--- config.mk ---
export PLATFORM = sky130hd
export DESIGN_NAME = sfc_engine
export DESIGN_NICKNAME = d
export VERILOG_FILES = /design/src/rtl/sfc_pkg.sv /design/src/rtl/sfc_fifo.sv /design/src/rtl/sfc_regs.sv /design/src/rtl/sfc_seq.sv /design/src/rtl/sfc_engine.sv
export SDC_FILE = /design/constraint.sdc
export NUM_CORES = 1
export LEC_CHECK = 0
export ABC_AREA = 1
export BUFFER_PORTS_ARGS = -buffer_cell sky130_fd_sc_hd__buf_2
export CORE_UTILIZATION = 65
export DETAILED_ROUTE_END_ITERATION = 16
export GPL_ROUTABILITY_DRIVEN = 0
export PLACE_DENSITY_LB_ADDON = 0.05
export SKIP_LAST_GASP = 1
export SLEW_MARGIN = 20
export SYNTH_ARGS = -nofsm -noshare
export SYNTH_HDL_FRONTEND = slang
export SYNTH_HIERARCHICAL = 1
export SYNTH_SLANG_ARGS = --single-unit
--- constraint.sdc ---
create_clock -name clk -period 4.3 [get_ports clk]
set_input_delay 0.86 -clock clk [delete_from_list [all_inputs] [get_ports clk]]
set_output_delay 0.86 -clock clk [all_outputs]
set_load 0.005 [all_outputs]
--- src/rtl/sfc_pkg.sv ---
package sfc_pkg;

  typedef enum logic [1:0] {
    SEQ_IDLE  = 2'd0,
    SEQ_SHIFT = 2'd1,
    SEQ_GUARD = 2'd2
  } seq_state_t;

  localparam logic [3:0] OFS_OPCODE = 4'h0;
  localparam logic [3:0] OFS_COUNTS = 4'h1;
  localparam logic [3:0] OFS_CTRL   = 4'h2;
  localparam logic [3:0] OFS_STATUS = 4'h3;
  localparam logic [3:0] OFS_DATA   = 4'hC;
  localparam logic [3:0] OFS_PTR    = 4'hD;

  localparam int CTRL_EXEC_BIT = 0;
  localparam int CTRL_PCLR_BIT = 4;
  localparam int STAT_BUSY_BIT = 7;

endpackage

--- src/rtl/sfc_fifo.sv ---
module sfc_fifo #(
  parameter int DEPTH = 16,
  parameter int W     = 8,
  localparam int PW   = $clog2(DEPTH)
) (
  input  logic          clk,
  input  logic          rst_n,
  input  logic          ptr_clr,
  input  logic          bus_we,
  input  logic          bus_adv,
  input  logic [W-1:0]  bus_wdata,
  input  logic          eng_we,
  input  logic [PW-1:0] eng_idx,
  input  logic [W-1:0]  eng_wdata,
  output logic [PW-1:0] ptr,
  output logic [W-1:0]  bus_rdata,
  output logic [W-1:0]  eng_rdata
);

  logic [W-1:0]  mem [DEPTH];
  logic [PW-1:0] ptr_q, ptr_d;

  always_comb begin
    ptr_d = ptr_q;
    if (ptr_clr) begin
      ptr_d = '0;
    end else if (bus_adv) begin
      ptr_d = (ptr_q == PW'(DEPTH - 1)) ? '0 : ptr_q + PW'(1);
    end
  end

  always_ff @(posedge clk or negedge rst_n) begin
    if (!rst_n) begin
      ptr_q <= '0;
    end else begin
      ptr_q <= ptr_d;
    end
  end

  always_ff @(posedge clk) begin
    if (eng_we) begin
      mem[eng_idx] <= eng_wdata;
    end else if (bus_we) begin
      mem[ptr_q] <= bus_wdata;
    end
  end

  assign ptr       = ptr_q;
  assign bus_rdata = mem[ptr_q];
  assign eng_rdata = mem[eng_idx];

  AST_PTR_CLEAR: assert property (@(posedge clk) disable iff (!rst_n)
    ptr_clr |=> ptr_q == '0);

  AST_PTR_STEP: assert property (@(posedge clk) disable iff (!rst_n)
    (bus_adv && !ptr_clr) |=>
      ptr_q == (($past(ptr_q) == PW'(DEPTH - 1)) ? '0 : $past(ptr_q) + PW'(1)));

  AST_PTR_HOLD: assert property (@(posedge clk) disable iff (!rst_n)
    (!bus_adv && !ptr_clr) |=> $stable(ptr_q));

endmodule

--- src/rtl/sfc_regs.sv ---
module sfc_regs
  import sfc_pkg::*;
#(
  parameter int PW = 4
) (
  input  logic          clk,
  input  logic          rst_n,
  input  logic [3:0]    bus_addr,
  input  logic          bus_wr,
  input  logic          bus_rd,
  input  logic [7:0]    bus_wdata,
  output logic [7:0]    bus_rdata,
  input  logic          busy,
  input  logic [PW-1:0] fifo_ptr,
  input  logic [7:0]    fifo_rdata,
  output logic [7:0]    opcode,
  output logic [3:0]    tx_cnt,
  output logic [3:0]    rx_cnt,
  output logic          go,
  output logic          ptr_clr,
  output logic          fifo_we,
  output logic          fifo_adv
);

  logic [7:0] opc_q, opc_d;
  logic [7:0] cnt_q, cnt_d;
  logic       opc_en, cnt_en;
  logic       ctrl_wr;

  assign ctrl_wr  = bus_wr && (bus_addr == OFS_CTRL);
  assign go       = ctrl_wr && bus_wdata[CTRL_EXEC_BIT] && !busy;
  assign ptr_clr  = ctrl_wr && bus_wdata[CTRL_PCLR_BIT];
  assign fifo_we  = bus_wr && (bus_addr == OFS_DATA) && !busy;
  assign fifo_adv = fifo_we || (bus_rd && (bus_addr == OFS_DATA));
  assign opc_en   = bus_wr && (bus_addr == OFS_OPCODE) && !busy;
  assign cnt_en   = bus_wr && (bus_addr == OFS_COUNTS) && !busy;

  always_comb begin
    opc_d = opc_q;
    cnt_d = cnt_q;
    if (opc_en) opc_d = bus_wdata;
    if (cnt_en) cnt_d = bus_wdata;
  end

  always_ff @(posedge clk or negedge rst_n) begin
    if (!rst_n) begin
      opc_q <= '0;
      cnt_q <= '0;
    end else begin
      opc_q <= opc_d;
      cnt_q <= cnt_d;
    end
  end

  always_comb begin
    bus_rdata = '0;
    unique case (bus_addr)
      OFS_OPCODE: bus_rdata = opc_q;
      OFS_COUNTS: bus_rdata = cnt_q;
      OFS_CTRL:   bus_rdata[CTRL_EXEC_BIT] = busy;
      OFS_STATUS: bus_rdata[STAT_BUSY_BIT] = busy;
      OFS_DATA:   bus_rdata = fifo_rdata;
      OFS_PTR:    bus_rdata[PW-1:0] = fifo_ptr;
      default:    bus_rdata = '0;
    endcase
  end

  assign opcode = opc_q;
  assign tx_cnt = cnt_q[3:0];
  assign rx_cnt = cnt_q[7:4];

  AST_OPC_LOCKED: assert property (@(posedge clk) disable iff (!rst_n)
    busy |=> opc_q == $past(opc_q));

  AST_CNT_LOCKED: assert property (@(posedge clk) disable iff (!rst_n)
    busy |=> cnt_q == $past(cnt_q));

  AST_NO_FIFO_WR_BUSY: assert property (@(posedge clk) disable iff (!rst_n)
    busy |-> !fifo_we);

endmodule

--- src/rtl/sfc_seq.sv ---
module sfc_seq
  import sfc_pkg::*;
#(
  parameter int DIV    = 2,
  parameter int MAX_TX = 8,
  parameter int PW     = 4,
  localparam int DW    = $clog2(2 * DIV) + 1,
  localparam int TW    = $clog2(MAX_TX + 17)
) (
  input  logic          clk,
  input  logic          rst_n,
  input  logic          go,
  input  logic [7:0]    opcode,
  input  logic [3:0]    tx_cnt,
  input  logic [3:0]    rx_cnt,
  input  logic [7:0]    fifo_rdata,
  output logic          fifo_we,
  output logic [PW-1:0] fifo_idx,
  output logic [7:0]    fifo_wdata,
  output logic          busy,
  output logic          cs_n,
  output logic          sck,
  output logic          mosi,
  input  logic          miso
);

  seq_state_t    st_q, st_d;
  logic [DW-1:0] div_q, div_d;
  logic [2:0]    bit_q, bit_d;
  logic [TW-1:0] byte_q, byte_d;
  logic [TW-1:0] tot_q, tot_d;
  logic [TW-1:0] ntx_q, ntx_d;
  logic [PW-1:0] idx_q, idx_d;
  logic [7:0]    sh_q, sh_d;
  logic          smp_q, smp_d;
  logic          sck_q, sck_d;
  logic          cs_q, cs_d;
  logic [3:0]    eff_tx, eff_rx;
  logic [PW-1:0] idx_inc;

  assign eff_tx  = (tx_cnt > 4'(MAX_TX)) ? 4'(MAX_TX) : tx_cnt;
  assign eff_rx  = (eff_tx != 4'd0) ? rx_cnt :
                   ((rx_cnt == 4'd0) ? 4'd0 : rx_cnt - 4'd1);
  assign idx_inc = idx_q + PW'(1);

  always_comb begin
    st_d       = st_q;
    div_d      = div_q;
    bit_d      = bit_q;
    byte_d     = byte_q;
    tot_d      = tot_q;
    ntx_d      = ntx_q;
    idx_d      = idx_q;
    sh_d       = sh_q;
    smp_d      = smp_q;
    sck_d      = sck_q;
    cs_d       = cs_q;
    fifo_we    = 1'b0;
    fifo_wdata = {sh_q[6:0], smp_q};
    unique case (st_q)
      SEQ_IDLE: begin
        if (go) begin
          st_d   = SEQ_SHIFT;
          sh_d   = opcode;
          bit_d  = 3'd7;
          byte_d = '0;
          div_d  = '0;
          sck_d  = 1'b0;
          cs_d   = 1'b0;
          idx_d  = '0;
          ntx_d  = TW'(eff_tx);
          tot_d  = TW'(1) + TW'(eff_tx) + TW'(eff_rx);
        end
      end
      SEQ_SHIFT: begin
        if (div_q == DW'(DIV - 1)) begin
          div_d = '0;
          sck_d = ~sck_q;
          if (!sck_q) begin
            smp_d = miso;
          end else begin
            sh_d = {sh_q[6:0], smp_q};
            if (bit_q == 3'd0) begin
              if (byte_q > ntx_q) begin
                fifo_we = 1'b1;
                idx_d   = idx_inc;
              end
              if (byte_q == tot_q - TW'(1)) begin
                st_d = SEQ_GUARD;
                cs_d = 1'b1;
              end else begin
                byte_d = byte_q + TW'(1);
                bit_d  = 3'd7;
                if (byte_q < ntx_q) begin
                  sh_d  = fifo_rdata;
                  idx_d = idx_inc;
                end else begin
                  sh_d = 8'h00;
                end
              end
            end else begin
              bit_d = bit_q - 3'd1;
            end
          end
        end else begin
          div_d = div_q + DW'(1);
        end
      end
      SEQ_GUARD: begin
        if (div_q == DW'(2 * DIV - 1)) begin
          div_d = '0;
          st_d  = SEQ_IDLE;
        end else begin
          div_d = div_q + DW'(1);
        end
      end
      default: st_d = SEQ_IDLE;
    endcase
  end

  always_ff @(posedge clk or negedge rst_n) begin
    if (!rst_n) begin
      st_q   <= SEQ_IDLE;
      div_q  <= '0;
      bit_q  <= '0;
      byte_q <= '0;
      tot_q  <= '0;
      ntx_q  <= '0;
      idx_q  <= '0;
      sh_q   <= '0;
      smp_q  <= 1'b0;
      sck_q  <= 1'b0;
      cs_q   <= 1'b1;
    end else begin
      st_q   <= st_d;
      div_q  <= div_d;
      bit_q  <= bit_d;
      byte_q <= byte_d;
      tot_q  <= tot_d;
      ntx_q  <= ntx_d;
      idx_q  <= idx_d;
      sh_q   <= sh_d;
      smp_q  <= smp_d;
      sck_q  <= sck_d;
      cs_q   <= cs_d;
    end
  end

  assign busy     = (st_q != SEQ_IDLE);
  assign cs_n     = cs_q;
  assign sck      = sck_q;
  assign mosi     = sh_q[7];
  assign fifo_idx = idx_q;

  AST_SCK_PARKED: assert property (@(posedge clk) disable iff (!rst_n)
    cs_q |-> !sck_q);

  AST_IDLE_DESELECT: assert property (@(posedge clk) disable iff (!rst_n)
    !busy |-> cs_q);

  AST_MOSI_SETUP: assert property (@(posedge clk) disable iff (!rst_n)
    $rose(sck_q) |-> $stable(sh_q[7]));

  AST_START_SELECT: assert property (@(posedge clk) disable iff (!rst_n)
    (go && !busy) |=> (!cs_q && busy));

  AST_GUARD_BUSY: assert property (@(posedge clk) disable iff (!rst_n)
    $rose(cs_q) |-> busy);

endmodule

--- src/rtl/sfc_engine.sv ---
module sfc_engine #(
  parameter int DIV        = 2,
  parameter int FIFO_DEPTH = 16,
  parameter int MAX_TX     = 8
) (
  input  logic       clk,
  input  logic       rst_n,
  input  logic [3:0] bus_addr,
  input  logic       bus_wr,
  input  logic       bus_rd,
  input  logic [7:0] bus_wdata,
  output logic [7:0] bus_rdata,
  output logic       spi_cs_n,
  output logic       spi_sck,
  output logic       spi_mosi,
  input  logic       spi_miso
);

  localparam int PW = $clog2(FIFO_DEPTH);

  logic [1:0]    rst_pipe;
  logic          rst_s_n;
  logic          busy, go, ptr_clr, bus_fifo_we, bus_fifo_adv;
  logic [7:0]    opcode;
  logic [3:0]    tx_cnt, rx_cnt;
  logic [PW-1:0] fifo_ptr, eng_idx;
  logic [7:0]    fifo_bus_rdata, fifo_eng_rdata, eng_wdata;
  logic          eng_we;

  always_ff @(posedge clk or negedge rst_n) begin
    if (!rst_n) begin
      rst_pipe <= 2'b00;
    end else begin
      rst_pipe <= {rst_pipe[0], 1'b1};
    end
  end
  assign rst_s_n = rst_pipe[1];

  sfc_regs #(.PW(PW)) u_regs (
    .clk        (clk),
    .rst_n      (rst_s_n),
    .bus_addr   (bus_addr),
    .bus_wr     (bus_wr),
    .bus_rd     (bus_rd),
    .bus_wdata  (bus_wdata),
    .bus_rdata  (bus_rdata),
    .busy       (busy),
    .fifo_ptr   (fifo_ptr),
    .fifo_rdata (fifo_bus_rdata),
    .opcode     (opcode),
    .tx_cnt     (tx_cnt),
    .rx_cnt     (rx_cnt),
    .go         (go),
    .ptr_clr    (ptr_clr),
    .fifo_we    (bus_fifo_we),
    .fifo_adv   (bus_fifo_adv)
  );

  sfc_fifo #(.DEPTH(FIFO_DEPTH), .W(8)) u_fifo (
    .clk       (clk),
    .rst_n     (rst_s_n),
    .ptr_clr   (ptr_clr),
    .bus_we    (bus_fifo_we),
    .bus_adv   (bus_fifo_adv),
    .bus_wdata (bus_wdata),
    .eng_we    (eng_we),
    .eng_idx   (eng_idx),
    .eng_wdata (eng_wdata),
    .ptr       (fifo_ptr),
    .bus_rdata (fifo_bus_rdata),
    .eng_rdata (fifo_eng_rdata)
  );

  sfc_seq #(.DIV(DIV), .MAX_TX(MAX_TX), .PW(PW)) u_seq (
    .clk        (clk),
    .rst_n      (rst_s_n),
    .go         (go),
    .opcode     (opcode),
    .tx_cnt     (tx_cnt),
    .rx_cnt     (rx_cnt),
    .fifo_rdata (fifo_eng_rdata),
    .fifo_we    (eng_we),
    .fifo_idx   (eng_idx),
    .fifo_wdata (eng_wdata),
    .busy       (busy),
    .cs_n       (spi_cs_n),
    .sck        (spi_sck),
    .mosi       (spi_mosi),
    .miso       (spi_miso)
  );

endmodule

; ---- Yosys cells after proc, flatten, opt, wreduce, memory -nomap -nowiden
; Memory sizes are Yosys's and may differ from the RTL's.
; Index checks and enable logic that the tools add are counted.
[word_totals]
reg_bits = 59
latchBits = 0
ramBits = 128
mem_bits_ro = 0
inputBits = 17
output_inout_bits = 11
elab_cells = 150
mem_count = 1
[op_classes]
n_addsub = 9
mul = 0
n_div = 0
order_cmp = 3
eq_ne = 19
n_shift = 0
n_mux = 69
bitwise_logic = 1
n_reduce_logical = 33
[mem_list]
columns = memory, depth, width, read_ports, rd_clocked_by_memory_dff, wr, line_no
row1 = u_fifo.mem, 16, 8, 2, 0, 1, sfc_fifo.sv:20  ; logic [W-1:0] mem [DEPTH];
[ops]
columns = operator, n
row1 = 4-bit two-way mux, 14
row2 = 8-bit two-way mux, 7
row3 = 5-bit two-way mux, 5
row4 = 3-bit two-way mux, 8
row5 = 3-bit one-hot mux with 3 select lines, 2
row6 = 6-bit AND reduction, 3
row7 = 1-bit two-way mux, 17
row8 = 8-bit one-hot mux with 2 select lines, 1
row9 = 4-bit == test (second input constant), 3
row10 = 2-bit two-way mux, 6
row11 = 3-bit one-hot mux with 4 select lines, 1
row12 = 1-bit logical AND, 11
row13 = 2-bit by 1-bit inequality test with 1-bit output (second input constant), 5
row14 = 5-bit one-hot mux with 2 select lines, 1
row15 = 5-bit AND reduction, 2
row16 = 4-bit by 1-bit adder with 4-bit output (second input constant), 2
row17 = 4-bit by 2-bit == test with 1-bit output (second input constant), 2
row18 = 4-bit logical NOT, 2
row19 = 4-bit one-hot mux with 2 select lines, 1
row20 = 8-bit OR reduction, 1
row21 = 2-bit one-hot mux with 3 select lines, 1
row22 = 3-bit one-hot mux with 2 select lines, 1
row23 = 3-bit AND reduction, 2
row24 = 2-bit nonzero test, 3
row25 = 30 further kinds, 33

; ---- Longest topological paths before layout
; Gate-level depths: netlist of run 1.
[depth]
depth_word = 10
depth_mapped = 16
depth_no_buf = 15

; ---- Modules after synthesis
; Netlist of run 1, hierarchy kept.
[modules_own_cells]
columns = module, n_inst, cells_per_inst, area_per_inst_um2, seq_area_each_um2
row1 = sfc_fifo, 1, 903, 7282.0, 3943.8
row2 = sfc_seq, 1, 351, 2586.2, 927.1
row3 = sfc_regs, 1, 138, 992.2, 400.4
row4 = sfc_engine, 1, 3, 53.8, 50.0

; ---- Worst setup path after synthesis of run 1
; OpenSTA, ideal clock, no wires.
[synth_path]
path_kind = input-to-reg
start = in bus_wr
end = mem u_fifo.mem[13][0] (enable)
setup_time_ns = 0.370
arrival_ns = 2.408
path_slack_ns = 1.522
stages = 12
path_buffers = 2
cell_sequence = inv_1 > nor2_8 > inv_2 > buf_2 > nor2_1 > nand2_2 > buf_4 > nand2_1 > o21ai_2 > inv_1 > nand2_1 > nor2_1
[synth_between]
elab_chain_cells = 7
[synth_lines]
columns = element, line_no
row1 = from (decl), sfc_engine.sv:9  ; input logic bus_wr,
row2 = 1-bit logical AND * (2 in series), sfc_regs.sv:33  ; assign fifo_we = bus_wr && (bus_addr == OFS_DATA) && !busy;
row3 = named net bus_fifo_we, sfc_engine.sv:23  ; logic busy, go, ptr_clr, bus_fifo_we, bus_fifo_adv;
row4 = 1-bit two-way mux *, sfc_fifo.sv:43  ; end else if (bus_we) begin
row5 = 1-bit two-way mux *, sfc_fifo.sv:41  ; if (eng_we) begin
row6 = 1-bit two-way mux (not written as such) *, sfc_fifo.sv:44  ; mem[ptr_q] <= bus_wdata;
row7 = 8-bit OR reduction (no source line), --
row8 = 4-bit two-way mux (no source line) or 1-bit two-way mux (tied branches), --
row9 = to (decl), sfc_fifo.sv:20
; The timed path passes the listed nets; every way through them passes the cells marked *.

; ---- Worst setup path after layout of run 1
[layout_path]
start = reg u_seq.byte_q[3]
end = mem u_fifo.mem[9][1] (enable)
[layout_between]
elab_chain_cells = 10
[layout_lines]
columns = element, line_no
row1 = from (decl), sfc_seq.sv:30  ; logic [TW-1:0] byte_q, byte_d;
row2 = from (signal assigned), sfc_seq.sv:138  ; byte_q <= byte_d;
row3 = 5-bit by 4-bit greater-than comparator with 1-bit output *, sfc_seq.sv:84  ; if (byte_q > ntx_q) begin
row4 = 1-bit two-way mux *, sfc_seq.sv:84
row5 = 1-bit two-way mux *, sfc_seq.sv:83  ; if (bit_q == 3'd0) begin
row6 = 1-bit two-way mux *, sfc_seq.sv:79  ; if (!sck_q) begin
row7 = 1-bit two-way mux *, sfc_seq.sv:76  ; if (div_q == DW'(DIV - 1)) begin
row8 = 1-bit two-way mux *, sfc_seq.sv:60  ; unique case (st_q)
row9 = named net eng_we, sfc_engine.sv:28  ; logic eng_we;
row10 = 1-bit two-way mux, sfc_fifo.sv:41
row11 = 1-bit two-way mux (not written as such), sfc_fifo.sv:44
row12 = 8-bit OR reduction (no source line), --
row13 = 4-bit two-way mux (no source line) or 1-bit two-way mux (tied branches), --
; Marks and branches as above.

==> results by group, run 1 <==
Synth
  • Synth area leaders: edfxtp_1 (35%), nand2_1 (16%), dfrtp_1 (13%), nand3_1 (11%), inv_1 (7.0%)
  • Mapped Cells: 1395
  • Synth cell types: 41
  • Synthesis-stage register bit count: 187
  • Sequential-to-total area share from yosys stat: 48.8%
  • Async SR Flop Fraction: 31.6%
  • Synth cell count leaders: nand2_1 (458), nand3_1 (250), inv_1 (203), edfxtp_1 (128), dfrtp_1 (58)
  • Syn. warnings: 6
  • Top-count cell post-synth: nand2_1
  • Post-synth top area cell: edfxtp_1
  • Synth top area share: 35.2%
  • Main synth FF type: edfxtp_1
  • Mapped Area: 10900 sq um
  • EDFF count, synth: 128
  • Mapped Nets: 1436
  • Synthesized area per cell: 7.82 sq um

Timing
  • Worst Tran Pin Value: 0.984 ns
  • RSZ-0062 raised after global routing: false
  • Setup_tns: 0 ns
  • Slew HR: 34.4%
  • Pins Over Slew Limit: 0
  • Skew final: 0.0103 ns
  • Top achievable clock speed: 279 MHz
  • Final period utilization: 83.4%
  • Tmin final: 3.59 ns
  • Final Hold Fails: 0
  • Setup violators final: 0

Worst setup path
  • CP max FO: 16
  • Top cell by count, worst path: nand2_1
  • Slowest stage cell, crit path: nor2_1
  • Type of origin of the critical path: register
  • Worst Path Required: 4.37 ns
  • Worst path max stage delay: 0.69 ns
  • Crit path cell chain: ha_1 > inv_1 > nor2_1 > nand4_1 > nand3_2 > nand2_1 > nor3_1 > inv_1 > nand2_2 > nand2_1 > o21ai_2 > nand2_1 > nor2_1
  • CP bufs+invs: 2
  • Type of the worst setup path: register to register
  • Critical Path Sink Type: register
  • Top delay family on crit path: simple AND/OR/NAND/NOR gates
  • Critical Path AT: 3.66 ns

Worst hold path
  • Hold Crit Class: input pin to async pin

Die
  • DIE AREA: 17300 sq um
  • Chip height: 132 microns
  • I/O Pins: 28
  • Initial core utilization: 66.3%
  • Core area: 16500 sq um
  • FP Rows: 47
  • Die width: 132 microns

Clock network
  • Inserted Clock Buffers: 17
  • CTS tree: yes
  • Setup Fix Bufs, Post-CTS: 0
  • Clock net sink count: 187
  • Post-cts resize count: 0
  • Clock Pin Slew Worst Setup and Hold Paths: 0.07 ns
  • Hold_buf cts: 0
  • Clock Tree Root: clkbuf_16
  • Clk buf depth: 2
  • CTS H-tree lvls: 4
  • Clock Latency Late Sink: 0.44 ns

Detailed routing
  • DR DRC count: 0
  • DR vias: 9582
  • Avg WL per Cell: 18.7 microns
  • Antenna viol nets, final: 0
  • DR vias/cell: 5.91
  • Initial DRC count: 1456
  • Total routed wirelength: 30.2 mm
  • DR pass1 iterations: 8

Place
  • Final HPWL DP: 19.9 mm
  • # port buffers: 27
  • Placed insts: 1589

Status
  • Outcome: finished, final reports clean

Pwr
  • Pleak: 5.72 nW
  • Final total power: 0.00745 W
  • PD cells: 640 nW/um^2
  • Worst VDD drop: 0.000499 V

Cells and area
  • Final cell count without fillers: 1620
  • P&R area growth vs syn: 6.66%
  • Layout cell share with drive strength beyond 1: 8.57%
  • Nets: 1429
  • ANT cells: 0

Global routing
  • Grt ovf: 0
  • Largest net degree at the start of global routing: 70
  • First-pass GRT wire length: 47.4 mm
  • Initial antenna violation count: 1
  • All-Layer GR Usage: 36.2%
  • Vias in the first global route: 8518

Job
  • Max Cap Viol: 0
## layout make-up
cell class | count | area, sq um
clock buffer | 17 | 425
clock inverter | 14 | 160
fill | 1326 | 4820
inverter | 221 | 831
multi-input combinational | 927 | 4420
sequential | 187 | 5330
tap | 220 | 275
timing repair buffer | 34 | 200
## cells by family (layout without fill, tap and decap cells)
logic type | after synthesis | count (layout) | share of synthesized area, %
muxes | 9 | 9 | 0.917
other | 1 | 1 | 0.0344
AOI/OAI and AO/OA | 75 | 75 | 3.84
DFF | 187 | 187 | 48.8
adders and majority gates | 24 | 24 | 2.82
buffers and inverters | 281 | 286 | 10.7
and+or+nand+nor | 811 | 811 | 32.4
xor gates and xnor gates | 7 | 7 | 0.562
## sequential cells by signal (all words and copies together), names as in the netlist
register        count
u_fifo/mem        128
u_regs/cnt_q        8
u_regs/opcode       8
u_seq/sh_q          8
u_seq/byte_q        5
u_seq/tot_q         5
u_fifo/ptr          4
u_seq/fifo_idx      4
u_seq/ntx_q         4
u_seq/bit_q         3
u_seq/div_q         3
rst_pipe            2
u_seq/st_q          2
u_seq/cs_n          1
u_seq/sck           1
u_seq/smp_q         1
## per-stage QoR
step | instance area, sq um | setup slack [ns] | hold slack [ns] | util [%]
floorplan | 10900 | 1.52 | 0.331 | -
global placement | 11100 | 0.912 | 0.339 | 67.1
detailed placement | 11100 | 0.820 | 0.343 | 67.1
CTS | 11600 | 0.823 | 0.183 | 70.7
global route | 11600 | 0.541 | 0.180 | 70.7
finish | 11600 | 0.713 | 0.196 | 70.7
## worst paths after layout
| path | start | to | slack (ns) | cells after the start |
|---|---|---|---|---|
| min in group clk | rst_pipe[0] | rst_pipe[1] | 0.35 | 0 |
| min reg2reg | rst_pipe[0] | rst_pipe[1] | 0.35 | 0 |
| max in group asynchronous | rst_pipe[1] | u_fifo/ptr[0] | 3.36 | 1 |
| min | rst_n | rst_pipe[1] | 0.20 | 1 |
| max reg2reg | u_seq/byte_q[3] | u_fifo/mem[9][1] | 0.71 | 13 |
| max | u_seq/byte_q[3] | u_fifo/mem[9][1] | 0.71 | 13 |
## cell usage in the layout (no fill, tap or decap), types with 11 or more instances in the layout
master,n
a22oi_1,11
buf_2,27
clkbuf_16,17
dfrtp_1,55
edfxtp_1,128
ha_1,23
inv_1,203
inv_2,15
nand2_1,458
nand3_1,250
nand4_1,15
nor2_1,56
o21ai_0,34
o21ai_1,18
## power breakdown
| part | switching [W] | internal (W) | leakage [nW] |
|---|---|---|---|
| clock network | 0.000709 | 0.000869 | 0.286 |
| logic | 0.00250 | 0.000956 | 3.54 |
| registers | 0.000200 | 0.00222 | 1.89 |
## routing by layer
| layer | track usage (%) | wire (microns) |
|---|---|---|
| met1 | 52.4 | 12400 |
| met2 | 52.2 | 13000 |
| met3 | 7.68 | 3590 |
| met4 | 16.5 | 1200 |
| met5 | 0 | 13 |
No activity file was read; power rests on OpenSTA's default activity.
==> run 2, diff against run 1 <==
--- a/config.mk
+++ b/config.mk
@@ -7,7 +7,7 @@
 export LEC_CHECK = 0
 export ABC_AREA = 1
 export BUFFER_PORTS_ARGS = -buffer_cell sky130_fd_sc_hd__buf_2
-export CORE_UTILIZATION = 65
+export CORE_UTILIZATION = 57
 export DETAILED_ROUTE_END_ITERATION = 16
 export GPL_ROUTABILITY_DRIVEN = 0
 export PLACE_DENSITY_LB_ADDON = 0.05
==> constraint.sdc (replaced) <==
create_clock -name clk -period 2.9 [get_ports clk]
set_input_delay 0.58 -clock clk [delete_from_list [all_inputs] [get_ports clk]]
set_output_delay 0.58 -clock clk [all_outputs]
set_load 0.005 [all_outputs]
==> run 2 against run 1 <==
  * Largest power group unchanged
  * Largest cell class unchanged
  * Non-clock buffer count increased by 41
  * Core utilization decreased by 6.6 points
  * Combinational power increased by 57%
  * Total power increased by 49%
==> results by group, run 2 (synthesis results as in run 1) <==
Global routing
  • Initial antenna violation count: 0
  • Grt ovf: 0
  • Largest net degree at the start of global routing: 70
  • Vias in the first global route: 8618
  • First-pass GRT wire length: 47.6 mm
  • All-Layer GR Usage: 32.6%

Cells and area
  • Area taken by multi-input logic gates: 4440 sq um
  • Layout cell share with drive strength beyond 1: 11.1%
  • Most frequent cells in the layout: nand2_1 (458), nand3_1 (249), inv_1 (203)
  • ANT cells: 0
  • Nets: 1470
  • Max FFs per register: 128
  • Sequential cell area: 5330 sq um
  • P&R area growth vs syn: 9.91%
  • Final cell count without fillers: 1676
  • Commonest non-fill, non-tap cell in the layout: nand2_1
  • Largest reg by FF count: u_fifo/mem
  • FILL cells: 1616

Detailed routing
  • Avg WL per Cell: 18.5 microns
  • Initial DRC count: 1056
  • DR vias: 9376
  • DR pass1 iterations: 7
  • Antenna viol nets, final: 0
  • Total routed wirelength: 30.9 mm
  • DR DRC count: 0
  • DR vias/cell: 5.59

Timing
  • Skew final: 0.0146 ns
  • Final period utilization: 99.7%
  • Top achievable clock speed: 346 MHz
  • Worst Tran Pin Value: 0.823 ns
  • Final Hold Fails: 0
  • Pins Over Slew Limit: 0
  • Setup violators final: 0
  • Slew HR: 45.1%
  • Tmin final: 2.89 ns
  • Setup_tns: 0 ns

Worst setup path
  • R2R setup slack: 0.21 ns
  • Worst setup path startpoint: u_fifo/ptr[0]
  • Crit path cell chain: inv_2 > buf_12 > nand2_1 > nand3_1 > nand3_1 > nand3_1 > nand2_1 > nand3_1 > nand4_1 > buf_2
  • End of the critical path: bus_rdata[7]
  • Top delay family on crit path: simple AND/OR/NAND/NOR gates
  • Top cell by count, worst path: nand3_1
  • Type of origin of the critical path: register
  • Critical Path Sink Type: output port
  • CP bufs+invs: 3
  • Worst path max stage delay: 0.44 ns
  • Worst Path Required: 2.32 ns
  • Slowest stage cell, crit path: dfrtp_2
  • Critical Path AT: 2.31 ns
  • CP max FO: 33
  • CP Depth: 10
  • R2r startpoint: u_seq/ntx_q[3]
  • Reg2Reg Capture Point: u_fifo/mem[2][1]
  • Worst R2R Path Depth: 15
  • Type of the worst setup path: register to output port

Pwr
  • Pleak: 5.93 nW
  • Worst VDD drop: 0.000610 V
  • PD cells: 927 nW/um^2

Clock network
  • CTS H-tree lvls: 4
  • Clock Pin Slew Worst Setup and Hold Paths: 0.07 ns
  • Inserted Clock Buffers: 17
  • Clock Latency Late Sink: 0.44 ns
  • CTS tree: yes
  • Clock Tree Root: clkbuf_16
  • Setup Fix Bufs, Post-CTS: 0
  • Clk buf depth: 2
  • Clock net sink count: 187

Die
  • Chip height: 140 microns
  • I/O Pins: 28
  • DIE AREA: 19700 sq um
  • FP Rows: 50
  • Die width: 140 microns
  • Core area: 18700 sq um
  • Initial core utilization: 58.3%

Place
  • Placed insts: 1642
  • # port buffers: 27
  • Final HPWL DP: 21.1 mm

Worst hold path
  • Hold Crit Class: register to async pin

Job
  • Max Cap Viol: 0

Status
  • Outcome: finished, final reports clean
run 2: changes by cell type in the layout (fill, tap and decap cells not counted), sizes merged:
| cell | previous run | this run |
|---|---|---|
| bufinv | 2 | 1 |
| clkbuf | 17 | 19 |
| dlygate4sd3 | 0 | 1 |
| inv | 225 | 221 |
| buf | 34 | 73 |
| clkinv | 7 | 12 |
run 2: layer usage:
metal | part of all wire, % | vias up | track usage (%)
li1 | - | 4549 | -
met2 | 44 | 482 | 47.7
met4 | 2.8 | 0 | 13.5
met1 | 43 | 4287 | 47.2
met5 | 0 | - | 0
met3 | 10 | 58 | 6.70
run 2: worst reg2reg max path, stage by stage (launching register included):
cell     delay [ns]
dfrtp_1        0.35
inv_1          0.05
ha_1           0.26
inv_1          0.03
nor2_1         0.15
nand4_1        0.12
nand3_2        0.13
nand2_1        0.15
nor3_2         0.17
inv_1          0.10
nand2_4        0.15
nand2_1        0.07
o21ai_1        0.13
nand3_1        0.18
nor2_1         0.18
buf_6          0.17
run 2: worst min path at each step:
stage               depth (start not counted)            end   startpoint
floorplan                                   0    rst_pipe[0]        rst_n
global placement                            0  u_seq/st_q[1]  rst_pipe[1]
detailed placement                          0  u_seq/st_q[1]  rst_pipe[1]
CTS                                         0  u_seq/st_q[1]  rst_pipe[1]
global route                                0  u_seq/st_q[0]  rst_pipe[1]
finish                                      0  u_seq/st_q[1]  rst_pipe[1]
run 2: power breakdown:
| part | internal [W] | leakage (nW) | switching (W) | total, W |
|---|---|---|---|---|
| Combinational | 0.00160 | 3.76 | 0.00381 | 0.00542 |
| Sequential | 0.00329 | 1.89 | 0.000229 | 0.00352 |
| Clock | 0.00118 | 0.269 | 0.00100 | 0.00219 |
run 2: timing repair:
item / 4_1_cts / 5_1_grt
resized for setup: 0 / 12
hold buffers: 1 / 0
setup endpoints to repair: 0 / 232
endpoints found under the hold margin: 2 / 0
run 2: final cells by class:
class	count	area share, %
multi-input combinational	927	37.0
timing repair buffer	75	4.60
sequential	187	44.4
clock buffer	18	3.58
inverter	221	6.96
clock inverter	14	1.02
tap	234	2.44
run 2: stage by stage:
| step | utilization (%) | hold WS, ns | setup slack (ns) | cell area [sq um] | total power, W |
|---|---|---|---|---|---|
| 3_3_place_gp | 60.8 | 0.176 | 0.223 | 11400 | 0.00871 |
| 2_1_floorplan | - | 0.284 | 0.158 | 10900 | 0.00712 |
| 4_1_cts | 63.8 | 0.182 | 0.0250 | 11900 | 0.0109 |
| 6_report | 64.1 | 0.166 | 0.00982 | 12000 | 0.0111 |
| 5_1_grt | 64.1 | 0.209 | -0.0319 | 12000 | 0.0117 |
| 3_5_place_dp | 60.8 | 0.175 | 0.0984 | 11400 | 0.00874 |
